`src/rtl/slf_pkg.sv`:
```
package slf_pkg;

    localparam int LANES  = 8;
    localparam int LANE_W = 8;
    localparam int WORD_W = LANES * LANE_W;

    typedef logic [LANES-1:0]  lane_mask_t;
    typedef logic [WORD_W-1:0] word_t;

    typedef struct packed {
        logic       valid;
        lane_mask_t mask;
        word_t      data;
    } st_entry_t;

    // Overlay the lanes of fill selected by sel onto base.
    function automatic word_t lane_overlay(word_t base, word_t fill, lane_mask_t sel);
        word_t res;
        res = base;
        for (int b = 0; b < LANES; b++) begin
            if (sel[b]) res[b*LANE_W +: LANE_W] = fill[b*LANE_W +: LANE_W];
        end
        return res;
    endfunction

endpackage

```
`src/rtl/slf_store_chain.sv`:
```
module slf_store_chain
    import slf_pkg::*;
#(
    parameter int ROW_W      = 6,
    parameter int NUM_STAGES = 2
) (
    input  logic             clk,
    input  logic             rst,
    input  st_entry_t        in_ent,
    input  logic [ROW_W-1:0] in_row,
    output st_entry_t        ent [NUM_STAGES],
    output logic [ROW_W-1:0] row [NUM_STAGES]
);

    // Stage 0 is the youngest store; each edge moves entries one stage older.
    for (genvar s = 0; s < NUM_STAGES; s++) begin : g_stage
        always_ff @(posedge clk) begin
            if (rst) begin
                ent[s] <= '0;
                row[s] <= '0;
            end else if (s == 0) begin
                ent[s] <= in_ent;
                row[s] <= in_row;
            end else begin
                ent[s] <= ent[s-1];
                row[s] <= row[s-1];
            end
        end
    end

endmodule

```
`src/rtl/slf_hit_detect.sv`:
```
module slf_hit_detect
    import slf_pkg::*;
#(
    parameter int ROW_W      = 6,
    parameter int NUM_STAGES = 2
) (
    input  st_entry_t        ent [NUM_STAGES],
    input  logic [ROW_W-1:0] row [NUM_STAGES],
    input  logic [ROW_W-1:0] load_row,
    output lane_mask_t       sel [NUM_STAGES]
);

    for (genvar s = 0; s < NUM_STAGES; s++) begin : g_cmp
        logic hit;
        assign hit    = ent[s].valid && (row[s] == load_row);
        assign sel[s] = hit ? ent[s].mask : '0;
    end

endmodule

```
`src/rtl/slf_lane_merge.sv`:
```
module slf_lane_merge
    import slf_pkg::*;
#(
    parameter int NUM_STAGES = 2
) (
    input  word_t      raw,
    input  st_entry_t  ent [NUM_STAGES],
    input  lane_mask_t sel [NUM_STAGES],
    output word_t      merged
);

    // Apply oldest first so younger stages overwrite shared lanes.
    always_comb begin
        merged = raw;
        for (int s = NUM_STAGES - 1; s >= 0; s--) begin
            merged = lane_overlay(merged, ent[s].data, sel[s]);
        end
    end

endmodule

```
`src/rtl/store_load_fwd.sv`:
```
module store_load_fwd
    import slf_pkg::*;
#(
    parameter int ROW_W = 6
) (
    input  logic                  clk,
    input  logic                  rst,
    input  logic [ROW_W-1:0]      ld_row,
    input  logic [WORD_W-1:0]     ram_rdata,
    input  logic                  st_valid,
    input  logic [ROW_W-1:0]      st_row,
    input  logic [LANES-1:0]      st_mask,
    input  logic [WORD_W-1:0]     st_data,
    output logic [WORD_W-1:0]     ld_data
);

    // One stage covers the registered read, one the late commit.
    localparam int NUM_STAGES = 2;

    st_entry_t        new_ent;
    st_entry_t        chain_ent [NUM_STAGES];
    logic [ROW_W-1:0] chain_row [NUM_STAGES];
    lane_mask_t       lane_sel  [NUM_STAGES];
    logic [ROW_W-1:0] load_row_q;

    assign new_ent = '{valid: st_valid, mask: st_mask, data: st_data};

    always_ff @(posedge clk) begin
        if (rst) load_row_q <= '0;
        else     load_row_q <= ld_row;
    end

    slf_store_chain #(.ROW_W(ROW_W), .NUM_STAGES(NUM_STAGES)) u_chain (
        .clk    (clk),
        .rst    (rst),
        .in_ent (new_ent),
        .in_row (st_row),
        .ent    (chain_ent),
        .row    (chain_row)
    );

    slf_hit_detect #(.ROW_W(ROW_W), .NUM_STAGES(NUM_STAGES)) u_hit (
        .ent      (chain_ent),
        .row      (chain_row),
        .load_row (load_row_q),
        .sel      (lane_sel)
    );

    slf_lane_merge #(.NUM_STAGES(NUM_STAGES)) u_merge (
        .raw    (ram_rdata),
        .ent    (chain_ent),
        .sel    (lane_sel),
        .merged (ld_data)
    );

endmodule

```
`config.mk`:
```
export PLATFORM = sky130hd
export DESIGN_NAME = store_load_fwd
export DESIGN_NICKNAME = d
export VERILOG_FILES = /design/src/rtl/slf_pkg.sv /design/src/rtl/slf_store_chain.sv /design/src/rtl/slf_hit_detect.sv /design/src/rtl/slf_lane_merge.sv /design/src/rtl/store_load_fwd.sv
export SDC_FILE = /design/constraint.sdc
export NUM_CORES = 1
export LEC_CHECK = 0
export BUFFER_PORTS_ARGS = -buffer_cell sky130_fd_sc_hd__buf_2
export CORE_UTILIZATION = 35
export CTS_BUF_LIST = sky130_fd_sc_hd__clkbuf_8 sky130_fd_sc_hd__clkbuf_16
export CTS_CLUSTER_DIAMETER = 40
export CTS_CLUSTER_SIZE = 25
export DETAILED_ROUTE_END_ITERATION = 10
export SLEW_MARGIN = 20
export SYNTH_ARGS = -nofsm -noshare
export SYNTH_HDL_FRONTEND = slang
export SYNTH_SLANG_ARGS = --single-unit
```
`constraint.sdc`:
```
create_clock -name clk -period 3.9 [get_ports clk]
set_input_delay 0.78 -clock clk [delete_from_list [all_inputs] [get_ports clk]]
set_output_delay 0.78 -clock clk [all_outputs]
set_load 0.03 [all_outputs]
```
==> results.tsv <==
metric	value	unit
vdd_drop_max	0.288	mV
tightest_slew	1010	ps
cts_max_level	4	
fin_nets	1092	
maxCapViolCount	0	
crit_fanout	33	
grt_first_pass_wirelength	31.3	mm
track_usage	20.0	%
finalSetupViolCount	0	
gp_congestion	0.758	
tritoncts	built	
crit_required	3120	ps
tns	0	ps
post-cts-setup-buffers	0	
yosysTopAreaCellShare	47.0	%
dr.pass1.iters	4	
cts_made_buffers	17	
regArea	3280	µm²
syn_nets	918	
initial_core_util	35.7	%
ant_nets	0	
vias	6347	
pre_cts_slack	850	ps
cts_sinks	164	
remaining_drc_errors	0	
die_h	143	µm
core_area	19500	µm²
p_leak	0.00343	µW
rows	51	
ios	215	
yosys_warnings	0	
hold_path.class	register to register	
grt_antenna_before_repair	2	
synth_enable_flop_cells	0	
clock.fmax	290	MHz
ys_types	27	
synth_common_cells	167 x nor2b_1, 164 x dfxtp_1, 64 x o31ai_1	
start_kind	register	
fillers	1982	
maxSlewViolCount	0	
grt_remaining_overflow	0	
avgSynthCellArea	9.10	µm²
first_iter_violations	369	
cts-root-buf	clkbuf_16	
multi_input_area	3440	µm²
postSynthCellCount	767	
ys_async_sr_fraction	0	%
hpwl	14.2	mm
yosysSeqAreaShare	47.0	%
avgRoutedWirePerCell	16.7	µm
syn2layout_area_growth	26.8	%
final_layout_size_suffix_gt1_share	28.2	%
path_clk_slew	70	ps
min_period_over_period	88.4	%
synth_flop_cell	dfxtp_1	
avgViaCountPerCell	5.20	
post-route-min-period	3450	ps
grt_start_max_net_pins	81	
yosys-top-cells-area	dfxtp_1 47%, nor2b_1 15%, o31ai_1 6.9%, nand4_1 5.0%, a31oi_1 4.3%	
cts_hold_buf	0	
io_buffer_count	214	
post_cts_resized	0	
hold_viol_final	0	
die_area	20500	µm²
synth-seq-cells	164	
yosysTopAreaCell	dfxtp_1	
crit_type	register to primary output	
rsz0062_at_grt	no	
grt_pass1_vias	5914	
routed_wl	20.4	mm
crit_path_end_kind	primary output	
fin_util	45.3	%
synth_most_common_cell	nor2b_1	
die_x	143	µm
clock_latency	420	ps
instances_no_fill	1220	
arrival	2670	ps
power	3900	µW
syn-cell-area	6980	µm²
slew_headroom	32.6	%
status	finished clean	
p_per_area	441	nW/µm²
setup_ws	454	ps
dp_cells	1187	
clock_skew	8.04	ps
clockBufferDepth	2	
[path summary, 6_finish.rpt]
kind | start | endpoint | slack, ps | cells past startpoint
max | load_row_q[1]$_SDFF_PP0_ | ld_data[54] | 450 | 6
min | u_chain.ent[86]$_SDFF_PP0_ | u_chain.ent[13]$_SDFF_PP0_ | 460 | 1
min reg2reg | u_chain.ent[86]$_SDFF_PP0_ | u_chain.ent[13]$_SDFF_PP0_ | 460 | 1
max reg2reg | u_chain.ent[145]$_SDFF_PP0_ | u_chain.ent[72]$_SDFF_PP0_ | 3130 | 1
[worst max-delay path: stages, from the launching register on]
cell and delay, ps:
dfxtp_1 330, xnor2_1 230, nand3_2 690, buf_4 460, nor3_1 250, a31oi_1 60
buf_2 190
[logic make-up (layout without fill, tap and decap cells)]
logic type / Yosys count / in the layout / share of synthesized area (%)
flops: 164 / 164 / 47.0
buf+inv: 76 / 263 / 4.25
xor+xnor: 9 / 9 / 1.13
simple gates: 372 / 372 / 32.1
other cells: 0 / 1 / 0
compound gates: 146 / 146 / 15.5
[placed cells by master, fill, tap and decap left out, drive strengths merged, types with 10 or more instances in the layout]
master and count:
nor3 49, a31oi 48, nor2b 167, nor4 18, buf 230, a32oi 16, clkbuf 17, a2bb2oi 16
nand2 24, o31ai 64, nand3 10, nand4 56, dfxtp 164, and2 32
[layer usage]
| metal | vias up | global-route usage, % | part of all wire [%] |
|---|---|---|---|
| met2 | 207 | 32.8 | 47 |
| met3 | 31 | 4.43 | 5.3 |
| met1 | 2957 | 25.5 | 45 |
| li1 | 3150 | - | - |
| met5 | - | 0 | 0.064 |
| met4 | 2 | 7.89 | 1.9 |
[through the flow]
step | cell area, µm² | hold slack, ps
6_report | 8850 | 459
2_1_floorplan | 6980 | 439
4_1_cts | 8850 | 462
3_3_place_gp | 8290 | 443
3_5_place_dp | 8290 | 452
5_1_grt | 8850 | 465
[cell type report]
cell class	instances	area share, %
clock buffers	17	4.81
well taps	265	3.75
flip-flops and latches	164	37.1
clock inverters	15	1.51
multi-input cells	527	38.8
inverters	1	0.0424
diodes	1	0.0283
repair buffers	230	13.9
[sequential cells by signal, indices dropped and copies added (netlist names)]
register,flops
u_chain.ent,146
load_row_q,6
u_chain.row,12
[report_power, final]
part           total [µW]  switching (µW)  internal, µW
Clock                1580             697           882
Sequential           1790            39.9          1760
Combinational         525             335           190
No activity file was read; power rests on OpenSTA's default activity.
